--- src/rtl/alu_flagger_pkg.sv ---
package alu_flagger_pkg;
  localparam int FLAG_W = 4;
  localparam int FN = 3;
  localparam int FV = 2;
  localparam int FZ = 1;
  localparam int FC = 0;

  localparam logic [3:0] OP_ADD = 4'd0;
  localparam logic [3:0] OP_SUB = 4'd1;
  localparam logic [3:0] OP_AND = 4'd2;
  localparam logic [3:0] OP_XOR = 4'd3;
  localparam logic [3:0] OP_OR  = 4'd4;
  localparam logic [3:0] OP_CMP = 4'd5;
  localparam logic [3:0] OP_BIT = 4'd6;
  localparam logic [3:0] OP_SHL = 4'd7;
  localparam logic [3:0] OP_SHR = 4'd8;
  localparam logic [3:0] OP_ROL = 4'd9;
  localparam logic [3:0] OP_ROR = 4'd10;
  localparam logic [3:0] OP_INC = 4'd11;
  localparam logic [3:0] OP_DEC = 4'd12;

  typedef enum logic [1:0] {LG_AND = 2'd0, LG_XOR = 2'd1, LG_OR = 2'd2} logic_sel_e;
  typedef enum logic [2:0] {
    SH_SHL = 3'd0, SH_SHR = 3'd1, SH_ROL = 3'd2, SH_ROR = 3'd3,
    SH_INC = 3'd4, SH_DEC = 3'd5
  } shift_sel_e;
endpackage

--- src/rtl/alu_addsub.sv ---
module alu_addsub #(
  parameter int W = 8
) (
  input  logic [W-1:0] a_i,
  input  logic [W-1:0] b_i,
  input  logic         inv_i,
  input  logic         cin_i,
  output logic [W-1:0] sum_o,
  output logic         cout_o,
  output logic         ovf_o
);
  localparam int SW = W + 1;

  function automatic logic [SW-1:0] f_add(input logic [W-1:0] a, input logic [W-1:0] b,
                                          input logic c);
    return {1'b0, a} + {1'b0, b} + {{W{1'b0}}, c};
  endfunction

  function automatic logic f_ovf(input logic [W-1:0] a, input logic [W-1:0] b,
                                 input logic [W-1:0] s);
    logic [W-1:0] t;
    t = (a ^ s) & (b ^ s);
    return t[W-1];
  endfunction

  logic [W-1:0]  b_eff;
  logic [SW-1:0] wide;

  assign b_eff  = inv_i ? ~b_i : b_i;
  assign wide   = f_add(a_i, b_eff, cin_i);
  assign sum_o  = wide[W-1:0];
  assign cout_o = wide[W];
  assign ovf_o  = f_ovf(a_i, b_eff, wide[W-1:0]);
endmodule

--- src/rtl/alu_logic.sv ---
module alu_logic
  import alu_flagger_pkg::*;
#(
  parameter int W = 8
) (
  input  logic [W-1:0] a_i,
  input  logic [W-1:0] b_i,
  input  logic_sel_e   sel_i,
  output logic [W-1:0] y_o,
  output logic         mask_zero_o
);
  function automatic logic [W-1:0] f_logic(input logic_sel_e s, input logic [W-1:0] a,
                                           input logic [W-1:0] b);
    case (s)
      LG_AND:  return a & b;
      LG_XOR:  return a ^ b;
      default: return a | b;
    endcase
  endfunction

  assign y_o         = f_logic(sel_i, a_i, b_i);
  assign mask_zero_o = ~|(a_i & b_i);
endmodule

--- src/rtl/alu_shift.sv ---
module alu_shift
  import alu_flagger_pkg::*;
#(
  parameter int W = 8
) (
  input  logic [W-1:0] v_i,
  input  logic         cin_i,
  input  shift_sel_e   sel_i,
  output logic [W-1:0] y_o,
  output logic         cout_o
);
  function automatic logic [W:0] f_shift(input shift_sel_e s, input logic [W-1:0] v,
                                         input logic c);
    case (s)
      SH_SHL:  return {v[W-1], v[W-2:0], 1'b0};
      SH_SHR:  return {v[0], 1'b0, v[W-1:1]};
      SH_ROL:  return {v[W-1], v[W-2:0], c};
      SH_ROR:  return {v[0], c, v[W-1:1]};
      SH_INC:  return {c, v + {{(W-1){1'b0}}, 1'b1}};
      SH_DEC:  return {c, v - {{(W-1){1'b0}}, 1'b1}};
      default: return {c, v};
    endcase
  endfunction

  logic [W:0] packed_out;
  assign packed_out = f_shift(sel_i, v_i, cin_i);
  assign y_o        = packed_out[W-1:0];
  assign cout_o     = packed_out[W];
endmodule

--- src/rtl/alu_flagger.sv ---
module alu_flagger
  import alu_flagger_pkg::*;
#(
  parameter int W = 8
) (
  input  logic              clk,
  input  logic              rst_n,
  input  logic [3:0]        op_i,
  input  logic [W-1:0]      reg_i,
  input  logic [W-1:0]      mem_i,
  input  logic [FLAG_W-1:0] flags_i,
  output logic [W-1:0]      res_o,
  output logic [FLAG_W-1:0] flags_q_o
);
  localparam int MSB = W - 1;

  // adder: ADD, SUB and CMP share one complement-add
  logic [W-1:0] add_sum;
  logic         add_cout, add_ovf, add_inv, add_cin;
  assign add_inv = (op_i == OP_SUB) || (op_i == OP_CMP);
  assign add_cin = (op_i == OP_CMP) ? 1'b1 : flags_i[FC];

  alu_addsub #(.W(W)) u_addsub (
    .a_i(reg_i), .b_i(mem_i), .inv_i(add_inv), .cin_i(add_cin),
    .sum_o(add_sum), .cout_o(add_cout), .ovf_o(add_ovf)
  );

  logic_sel_e   lg_sel;
  logic [W-1:0] lg_y;
  logic         lg_mask_zero;
  always_comb begin
    case (op_i)
      OP_AND:  lg_sel = LG_AND;
      OP_XOR:  lg_sel = LG_XOR;
      default: lg_sel = LG_OR;
    endcase
  end

  alu_logic #(.W(W)) u_logic (
    .a_i(reg_i), .b_i(mem_i), .sel_i(lg_sel), .y_o(lg_y), .mask_zero_o(lg_mask_zero)
  );

  shift_sel_e   sh_sel;
  logic [W-1:0] sh_y;
  logic         sh_cout;
  always_comb begin
    case (op_i)
      OP_SHL:  sh_sel = SH_SHL;
      OP_SHR:  sh_sel = SH_SHR;
      OP_ROL:  sh_sel = SH_ROL;
      OP_ROR:  sh_sel = SH_ROR;
      OP_INC:  sh_sel = SH_INC;
      default: sh_sel = SH_DEC;
    endcase
  end

  alu_shift #(.W(W)) u_shift (
    .v_i(mem_i), .cin_i(flags_i[FC]), .sel_i(sh_sel), .y_o(sh_y), .cout_o(sh_cout)
  );

  // result and flag selection
  logic [W-1:0]      res_c;
  logic [FLAG_W-1:0] nxt_flags;
  logic              nz_from_res;

  always_comb begin
    res_c       = reg_i;
    nxt_flags   = flags_i;
    nz_from_res = 1'b0;
    case (op_i)
      OP_ADD, OP_SUB: begin
        res_c         = add_sum;
        nxt_flags[FC] = add_cout;
        nxt_flags[FV] = add_ovf;
        nz_from_res   = 1'b1;
      end
      OP_AND, OP_XOR, OP_OR: begin
        res_c       = lg_y;
        nz_from_res = 1'b1;
      end
      OP_CMP: begin
        nxt_flags[FC] = add_cout;
        nxt_flags[FN] = add_sum[MSB];
        nxt_flags[FZ] = ~|add_sum;
      end
      OP_BIT: begin
        nxt_flags[FN] = mem_i[MSB];
        nxt_flags[FV] = mem_i[MSB-1];
        nxt_flags[FZ] = lg_mask_zero;
      end
      OP_SHL, OP_SHR, OP_ROL, OP_ROR: begin
        res_c         = sh_y;
        nxt_flags[FC] = sh_cout;
        nz_from_res   = 1'b1;
      end
      OP_INC, OP_DEC: begin
        res_c       = sh_y;
        nz_from_res = 1'b1;
      end
      default: ;
    endcase
    if (nz_from_res) begin
      nxt_flags[FN] = res_c[MSB];
      nxt_flags[FZ] = ~|res_c;
    end
  end

  assign res_o = res_c;

  always_ff @(posedge clk or negedge rst_n) begin
    if (!rst_n) flags_q_o <= '0;
    else        flags_q_o <= nxt_flags;
  end

  // assertions
  p_add_ovf_r3: assert property (@(posedge clk) disable iff (!rst_n)
    (op_i == OP_ADD) |->
      (add_ovf == ((reg_i[MSB] == mem_i[MSB]) && (res_o[MSB] != reg_i[MSB]))));

  p_cmp_reg_kept_r4: assert property (@(posedge clk) disable iff (!rst_n)
    (op_i == OP_CMP || op_i == OP_BIT) |-> (res_o == reg_i));

  p_cmp_keeps_v_r4: assert property (@(posedge clk) disable iff (!rst_n)
    (op_i == OP_CMP) |=> (flags_q_o[FV] == $past(flags_i[FV])));

  p_bit_nv_r5: assert property (@(posedge clk) disable iff (!rst_n)
    (op_i == OP_BIT) |=>
      (flags_q_o[FN] == $past(mem_i[MSB]) && flags_q_o[FV] == $past(mem_i[MSB-1])));

  p_incdec_vc_r7: assert property (@(posedge clk) disable iff (!rst_n)
    (op_i == OP_INC || op_i == OP_DEC) |=>
      (flags_q_o[FV] == $past(flags_i[FV]) && flags_q_o[FC] == $past(flags_i[FC])));

  p_zero_flag_r8: assert property (@(posedge clk) disable iff (!rst_n)
    (op_i <= OP_OR || (op_i >= OP_SHL && op_i <= OP_DEC)) |=>
      (flags_q_o[FZ] == ($past(res_o) == '0)));

  p_undef_pass_r10: assert property (@(posedge clk) disable iff (!rst_n)
    (op_i > OP_DEC) |=> (flags_q_o == $past(flags_i)));
endmodule

--- config.mk ---
export PLATFORM = sky130hd
export DESIGN_NAME = alu_flagger
export DESIGN_NICKNAME = d
export VERILOG_FILES = /design/src/rtl/alu_flagger_pkg.sv /design/src/rtl/alu_addsub.sv /design/src/rtl/alu_logic.sv /design/src/rtl/alu_shift.sv /design/src/rtl/alu_flagger.sv
export SDC_FILE = /design/constraint.sdc
export NUM_CORES = 1
export LEC_CHECK = 0
export BUFFER_PORTS_ARGS = -buffer_cell sky130_fd_sc_hd__buf_2
export CAP_MARGIN = 20
export CORE_MARGIN = 8
export CORE_UTILIZATION = 55
export CTS_BUF_LIST = sky130_fd_sc_hd__clkbuf_4 sky130_fd_sc_hd__clkbuf_8
export DETAILED_ROUTE_END_ITERATION = 7
export GPL_TIMING_DRIVEN = 0
export PLACE_DENSITY = 0.82
export SLEW_MARGIN = 15
export SYNTH_ARGS = -nofsm -noshare
export SYNTH_HDL_FRONTEND = slang
export SYNTH_SLANG_ARGS = --single-unit
--- constraint.sdc ---
create_clock -name clk -period 5.3 [get_ports clk]
set_input_delay 0.265 -clock clk [delete_from_list [all_inputs] [get_ports clk]]
set_output_delay 0.265 -clock clk [all_outputs]
set_load 0.02 [all_outputs]
# Yosys cells after proc, flatten, opt, wreduce, memory -nomap -nowiden
# Cells that the tools add are included.
[totals]
register_bits = 4
in_bits = 26
wordCells = 60
[op_classes]
add_sub_neg = 4
n_eq_ne = 18
mux = 14
n_bitwise = 7
reduce_logical = 16
[ops]
columns = ["cell", "n"]
rows = [
  ["case mux 9 bit (6 select lines)", 1],
  ["case mux 8 bit (3 select lines)", 1],
  ["OR reduction 8 bit", 3],
  ["bitwise XOR 8 bit", 3],
  ["== test 4 bit (second input constant)", 5],
  ["bitwise AND 8 bit", 2],
  ["== test 4 x 3 -> 1 bit (second input constant)", 4],
  ["case mux 8 bit (2 select lines)", 1],
  ["case mux 3 bit (5 select lines)", 1],
  ["OR reduction 11 bit", 1],
  ["adder 8 x 8 -> 9 bit", 1],
  ["adder 9 x 1 -> 9 bit", 1],
  ["adder 8 x 1 -> 8 bit (second input constant)", 1],
  ["== test 4 x 2 -> 1 bit (second input constant)", 2],
  ["two-way mux 8 bit", 1],
  ["inverter 8 bit", 1],
  ["bitwise OR 8 bit", 1],
  ["case mux 1 bit (2 select lines)", 4],
  ["subtractor 8 x 1 -> 8 bit (second input constant)", 1],
  ["== test 3 x 2 -> 1 bit (second input constant)", 2],
  ["== test 3 bit (second input constant)", 2],
  ["OR reduction 3 bit", 2],
  ["OR reduction 6 bit", 1],
  ["== test 4 x 1 -> 1 bit (second input constant)", 1],
  ["11 further kinds", 16],
]

# Logic depth before layout (Yosys ltp)
# Gate-level depths: netlist (run 1).
[logic_depth]
depth_word = 9
ltp_mapped = 14

# Modules after synthesis
# Synthesis (run 1) repeated with hierarchy kept, for this count alone.
[hier_totals]
hier_cells = 335
area_unflattened_um2 = 2364.8
[by_module_without_submodules]
columns = ["module", "instances", "cells_per_inst", "area_per_inst_um2"]
rows = [
  ["alu_flagger", 1, 136, 893.4],
  ["alu_shift", 1, 85, 568.0],
  ["alu_addsub", 1, 61, 454.2],
  ["alu_logic", 1, 53, 449.2],
]

# Worst setup path before layout (run 1)
# No wires, ideal clock.
[synth_timing]
path_kind = "input to register"
start = "input port op_i[2]"
end = "register flags_q_o[1]"
arrival_time_ps = 3486
path_slack_ps = 1692
stages = 14
cell_sequence = "buf_4 buf_4 nor2b_1 and3_1 or2_2 fa_1 fa_1 a211o_1 o211ai_1 a21oi_1 a211o_1 o221ai_1 nor2_1 a32o_1"
[synth_between]
elab_chain_len = 9
[synth_rtl]
columns = ["item", "line", "source"]
rows = [
  ["start: declaration", "alu_flagger.sv:8", "input logic [3:0] op_i,"],
  ["== test 4 x 1 -> 1 bit / == test 4 x 3 -> 1 bit (equally long branches)", "alu_flagger.sv:20, alu_flagger.sv:70, alu_flagger.sv:21", ""],
  ["logical OR 1 bit", "alu_flagger.sv:20", "assign add_inv = (op_i == OP_SUB) || (op_i == OP_CMP);"],
  ["two-way mux 8 bit", "alu_addsub.sv:29", "assign b_eff = inv_i ? ~b_i : b_i;"],
  ["adder 8 x 8 -> 9 bit", "alu_addsub.sv:16", "return {1'b0, a} + {1'b0, b} + {{W{1'b0}}, c};"],
  ["adder 9 x 1 -> 9 bit", "alu_addsub.sv:16", ""],
  ["case mux 8 bit (3 select lines) *", "alu_flagger.sv:70", "case (op_i)"],
  ["via res_o[6]", "alu_flagger.sv:12", "output logic [W-1:0] res_o,"],
  ["OR reduction 8 bit *", "alu_flagger.sv:104", "nxt_flags[FZ] = ~|res_c;"],
  ["logical NOT 1 bit *", "alu_flagger.sv:104", ""],
  ["two-way mux 1 bit *", "alu_flagger.sv:102", "if (nz_from_res) begin"],
  ["via nxt_flags[1]", "alu_flagger.sv:63", "logic [FLAG_W-1:0] nxt_flags;"],
  ["end signal: assignment", "alu_flagger.sv:112", "else flags_q_o <= nxt_flags;"],
  ["end: declaration", "alu_flagger.sv:13", "output logic [FLAG_W-1:0] flags_q_o"],
]
# The timed path passes the listed nets; every way through them passes the cells marked *.

# Worst setup path in the final report (run 1)
[layout_timing]
start = "input port op_i[2]"
end = "output port res_o[7]"
[layout_between]
elab_chain_len = 6
[layout_rtl]
columns = ["item", "line"]
rows = [
  ["== test 4 x 1 -> 1 bit / == test 4 x 3 -> 1 bit (equally long branches)", "alu_flagger.sv:20, alu_flagger.sv:70, alu_flagger.sv:21"],
  ["logical OR 1 bit", "alu_flagger.sv:20"],
  ["two-way mux 8 bit", "alu_addsub.sv:29"],
  ["adder 8 x 8 -> 9 bit", "alu_addsub.sv:16"],
  ["adder 9 x 1 -> 9 bit", "alu_addsub.sv:16"],
  ["case mux 8 bit (3 select lines) *", "alu_flagger.sv:70"],
  ["end: declaration", "alu_flagger.sv:12"],
]
# Mark *: on every way between the ends. The rest lies on a longest branch, timed or not.

==> results of run 1 <==
[layout by cell type (no fill, tap or decap), drive strengths merged, types with 3 or more instances in the layout]
cell type and n:
buf 48, ha 29, nor2 22, inv 20, a21oi 19, o21ai 18, nand2 15, xnor2 13
o211ai 7, nor2b 7, nor3 6, nand3 6, a2bb2oi 6, xor2 5, a221oi 5, a22oi 5
or3 4, o221ai 4, nand3b 4, mux2i 4, dfrtp 4, a211oi 4, clkbuf 4, a32oi 3
a21o 3, nor4 3, fa 3
[timing repair]
item,in CTS,in global routing
resized for setup,0,0
hold endpoints to repair,4,0
hold buffers,1,0
[logic make-up (layout without fill, tap and decap cells)]
kind of cell,count (synthesis),after routing,synth area share [%]
compound gates,97,97,34.6
simple gates,82,82,21.5
xor+xnor,18,18,7.68
flops,4,4,4.88
buf+inv,34,74,8.23
mux,5,5,2.50
fa+ha+maj,32,32,20.6
[power by group]
group          switching (mW)  leakage (nW)  total (mW)  internal (mW)
Combinational           0.167         0.997       0.277          0.111
Clock                  0.0146        0.0216      0.0629         0.0483
Sequential           0.000751        0.0494      0.0351         0.0343
Total                   0.182          1.07       0.375          0.193
[path summary, 6_finish.rpt]
check	startpoint	end	slack, ps	cells past startpoint
min	flags_i[2]	flags_q_o[2]	370	3
max	op_i[2]	res_o[7]	1430	15
min in group asynchronous	rst_n	flags_q_o[1]	380	2
max in group asynchronous	rst_n	flags_q_o[2]	4800	2
[per-layer routing]
layer / GRT usage, % / share of wire (%)
met1: 26.8 / 40
met2: 34.2 / 44
met3: 5.24 / 13
met4: 10.0 / 3.7
met5: 0 / 0
[per-stage QoR]
stage | setup slack (ps) | util, % | instance area, um^2 | cells
after CTS | 1500 | 64.5 | 2340 | 360
after detailed placement | 1510 | 63.1 | 2290 | 356
after global routing | 1190 | 64.5 | 2340 | 360
final | 1430 | 64.5 | 2340 | 360
after global placement | 1550 | 63.1 | 2290 | 356
after floorplan | 1690 | - | 2050 | 272
[worst max-delay path, delay by kind of cell]
family	cells	cell delay (ps)
AOI/OAI and AO/OA	5	1350
buffers and inverters	4	630
and+or+nand+nor	5	960
adders and majority gates	1	410
[area by class of cell]
| cell class | instances | area [um^2] | area share (%) |
|---|---|---|---|
| buffer | 13 | 90.1 | 3.84 |
| sequential | 4 | 100 | 4.27 |
| inverter | 21 | 78.8 | 3.36 |
| clock buffer | 3 | 41.3 | 1.76 |
| tap | 48 | 60.1 | 2.56 |
| timing repair buffer | 37 | 190 | 8.11 |
| multi-input combinational | 234 | 1780 | 76.1 |
==> impl_metrics.json, run 1 <==
{
  "ir_drop_uv": 66.4,
  "largest_register": "flags_q_o",
  "drc": 0,
  "worst_slew_pin_slew_ps": 729,
  "ioPinCount": 38,
  "cts_root_buf": "clkbuf_8",
  "status": "finished clean",
  "rows": 22,
  "grt_pass1_wl_um": 10900,
  "grt_remaining_overflow": 0,
  "num_vias": 2402,
  "place_hpwl_um": 5310,
  "crit_slowest_cell": "fa_1",
  "synth_cell_type_count": 63,
  "avgSynthCellArea_um2": 7.55,
  "fillers": 374,
  "finalNetCount": 372,
  "synthCells": 272,
  "crit_path_cell_trace": "buf_2, buf_4, buf_4, nor2b_1, and3_1, or2_2, fa_1, a211oi_1, nor3b_1, o21ai_0, nand3_1, o311ai_2, a21oi_1, a21oi_1, buf_2",
  "port_buffers": 36,
  "grt_max_degree": 11,
  "yosysWarnings": 0,
  "totalWireLength_um": 6590,
  "gp_congestion": 0.978,
  "setup_tns_ps": 0,
  "hold_ws_ps": 370,
  "die_y_um": 77.1,
  "post_route_cells_drive_above_1_share_pct": 21.2,
  "finalHoldViolations": 0,
  "cts_buffers": 3,
  "synth_top_area_share_pct": 17.7,
  "cts_buffer_depth": 2,
  "synth_area_leaders": "ha_1 (18%), xnor2_1 (5.5%), dfrtp_1 (4.9%), a21oi_1 (4.4%), o21ai_0 (4.1%)",
  "cts_setup_buffers": 0,
  "yosys-top-cells-count": "ha_1 (29), nor2_1 (21), inv_1 (20)",
  "cp_max_fo": 10,
  "grt.total_usage_pct": 21.6,
  "wl_per_cell_um": 18.3,
  "dieArea_mm2": 0.00594,
  "power.density_mw_per_mm2": 160,
  "top_regs": "flags_q_o: 4 flops",
  "firstDrtPassIters": 6,
  "relSlewSlack_pct": 51.0,
  "core_mm2": 0.00363,
  "setup_viol": 0,
  "die_w_um": 77.1,
  "clkSinkCount": 4,
  "antenna_found_initial": 0,
  "syn_to_final_growth_pct": 14.2,
  "finalMaxSlewViolations": 0,
  "leakagePower_nw": 1.07,
  "synthesis.area_mm2": 0.00205,
  "power_mw": 0.375,
  "clk_pin_slew_worst_paths_ps": 30,
  "period_needed_ps": 3870,
  "path_class": "primary input to output pin",
  "crit_arrival_ps": 3610,
  "ys_ff_latch": 4,
  "worstSetupEndpointType": "output pin",
  "grt_pass1_vias": 2330,
  "hold_class": "primary input to register",
  "ys.flop_type": "dfrtp_1",
  "postRouteAntennaNets": 0,
  "crit_path_start_kind": "primary input",
  "yosysMostFrequentCell": "ha_1",
  "synth_top_cell_by_area": "ha_1",
  "crit_required_ps": 5040,
  "syn_nets": 330,
  "cts_max_level": 1,
  "synth_edf_count": 0,
  "seq_area_frac_synth_pct": 4.88,
  "start_util_pct": 56.5,
  "fmax_mhz": 258,
  "drt_iter0_drc": 284,
  "cts_tree": "yes",
  "timing.final.crit_share_pct": 73.1,
  "antenna_cells": 0,
  "maxCapViolations": 0,
  "largest_reg_flops": 4,
  "critPathMaxStageDelay_ps": 410,
  "vias_per_cell": 6.67,
  "grt_setup_unrepaired": "no",
  "synthArstFlopShare_pct": 100
}
Power figures use the tool's default switching activity.
==> run 2, diff against run 1 <==
- clock period: 5.3 -> 3.9 ns (I/O delays scaled with it)
==> run 2 against run 1 <==
Count of clock-buffer cells in the layout unchanged. First-iteration DRC count unchanged. Non-clock buffer count unchanged. Combinational power up 36%.
==> impl_metrics.json, run 2 (same netlist as run 1, synthesis figures left out) <==
{
  "status": "finished clean",
  "drt_iter0_drc": 284,
  "grt_pass1_wl_um": 10900,
  "hold_path_depth": 3,
  "critPathMaxStageDelay_ps": 440,
  "crit_required_ps": 3700,
  "top_regs": "flags_q_o: 4 flops",
  "vias_per_cell": 6.61,
  "grt.total_usage_pct": 21.6,
  "cts_buffers": 3,
  "p_switching_mw": 0.247,
  "antenna_found_initial": 0,
  "dieArea_mm2": 0.00594,
  "worstSetupEndpointType": "output pin",
  "p_seq_share_pct": 9.3,
  "core_mm2": 0.00363,
  "clkSinkCount": 4,
  "final_cell_mix": "buf_2 (39), ha_1 (29), nor2_1 (21)",
  "hold_ws_ps": 302,
  "relSlewSlack_pct": 50.2,
  "gp_congestion": 0.978,
  "finalMaxSlewViolations": 0,
  "antenna_cells": 0,
  "cts_buffer_depth": 2,
  "setup_viol": 0,
  "finalHoldViolations": 0,
  "wl_per_cell_um": 18.3,
  "setup_tns_ps": 0,
  "crit_path_start_kind": "primary input",
  "comb_power_share_pct": 73.9,
  "die_y_um": 77.1,
  "post_route_cells_drive_above_1_share_pct": 21.2,
  "timing.critical_path.buf_inv": 4,
  "worst_slew_pin_slew_ps": 741,
  "cts_max_level": 1,
  "cts_tree": "yes",
  "power.density_mw_per_mm2": 218,
  "place_hpwl_um": 5310,
  "final_common_cell": "buf_2",
  "cts_setup_buffers": 0,
  "postRouteAntennaNets": 0,
  "drc": 0,
  "totalWireLength_um": 6590,
  "min_from": "flags_i[2]",
  "rows": 22,
  "maxCapViolations": 0,
  "ir_drop_uv": 90.0,
  "switching_share_pct": 48.5,
  "start_util_pct": 56.5,
  "firstDrtPassIters": 6,
  "period_needed_ps": 3650,
  "num_vias": 2378,
  "ioPinCount": 38,
  "grt_pass1_vias": 2330,
  "crit_path_cell_trace": "buf_2, buf_4, buf_4, nor2b_1, and3_1, or2_2, fa_1, fa_1, a211o_1, o211ai_1, a21oi_1, a211o_1, o221ai_1, buf_2",
  "p_clk_share_pct": 16.8,
  "port_buffers": 36,
  "crit_slowest_cell": "fa_1",
  "timing.final.crit_share_pct": 93.7,
  "grt_setup_unrepaired": "no",
  "path_class": "primary input to output pin",
  "grt_max_degree": 11,
  "crit_family": "compound AO/OA/AOI/OAI gates",
  "hold_class": "primary input to register",
  "finalNetCount": 372,
  "largest_register": "flags_q_o",
  "p_int_mw": 0.263,
  "fmax_mhz": 274,
  "leakagePower_nw": 1.07,
  "clk_pin_slew_worst_paths_ps": 30,
  "syn_to_final_growth_pct": 14.2,
  "die_w_um": 77.1,
  "largest_reg_flops": 4,
  "grt_remaining_overflow": 0,
  "cts_root_buf": "clkbuf_8",
  "crit_arrival_ps": 3460,
  "min_to": "flags_q_o[2]",
  "cp_max_fo": 10
}
-- run 2: cell counts in the layout (fill, tap and decap cells not counted) --
No cell type changed its count.
-- run 2: metrics by stage --
stage	util, %	instance area [um^2]	power (mW)	setup WS [ps]	std cells
floorplan	-	2050	0.311	362	272
global placement	63.1	2290	0.411	216	356
detailed placement	63.1	2290	0.416	213	356
CTS	64.5	2340	0.505	235	360
global route	64.5	2340	0.552	96.4	360
finish	64.5	2340	0.510	246	360
-- run 2: layer usage --
layer / vias to the layer above / global-route usage, % / wire [um]
met5: - / 0 / 0
met4: 0 / 10.0 / 222
met3: 32 / 5.24 / 842
met2: 180 / 34.2 / 2890
met1: 1055 / 26.8 / 2630
li1: 1111 / - / -
-- run 2: final cells by class --
type | count | area [um^2]
multi-input combinational | 234 | 1780
buffer | 13 | 90.1
timing repair buffer | 37 | 190
tap | 48 | 60.1
inverter | 21 | 78.8
sequential | 4 | 100
clock buffer | 3 | 41.3
fill | 374 | 1290
-- run 2: power groups by stage --
stage / sequential, mW / combinational [mW] / clock (mW)
2_1_floorplan: 0.0550 / 0.256 / 0
3_3_place_gp: 0.0480 / 0.363 / 0
3_5_place_dp: 0.0482 / 0.368 / 0
4_1_cts: 0.0478 / 0.370 / 0.0875
5_1_grt: 0.0480 / 0.412 / 0.0920
6_report: 0.0477 / 0.377 / 0.0855
-- run 2: how the worst max path moves through the flow --
stage	from	endpoint	slack, ps	cells after the start
floorplan	op_i[2]	flags_q_o[1]	360	14
finish	op_i[2]	res_o[6]	250	14
detailed placement	op_i[2]	flags_q_o[1]	210	15
CTS	op_i[2]	res_o[7]	240	15
global placement	op_i[2]	flags_q_o[1]	220	15
global route	op_i[2]	res_o[6]	100	14
-- run 2: worst min-delay path, cell delays in order --
cell     delay [ps]
buf_2            90
a22oi_1          90
o21ai_0          90
-- run 2: timing repair --
| action | CTS | global route |
|---|---|---|
| endpoints found under the setup margin | 0 | 1 |
| hold buffers | 1 | 0 |
| endpoints found under the hold margin | 4 | 0 |
| gates resized for setup | 0 | 1 |
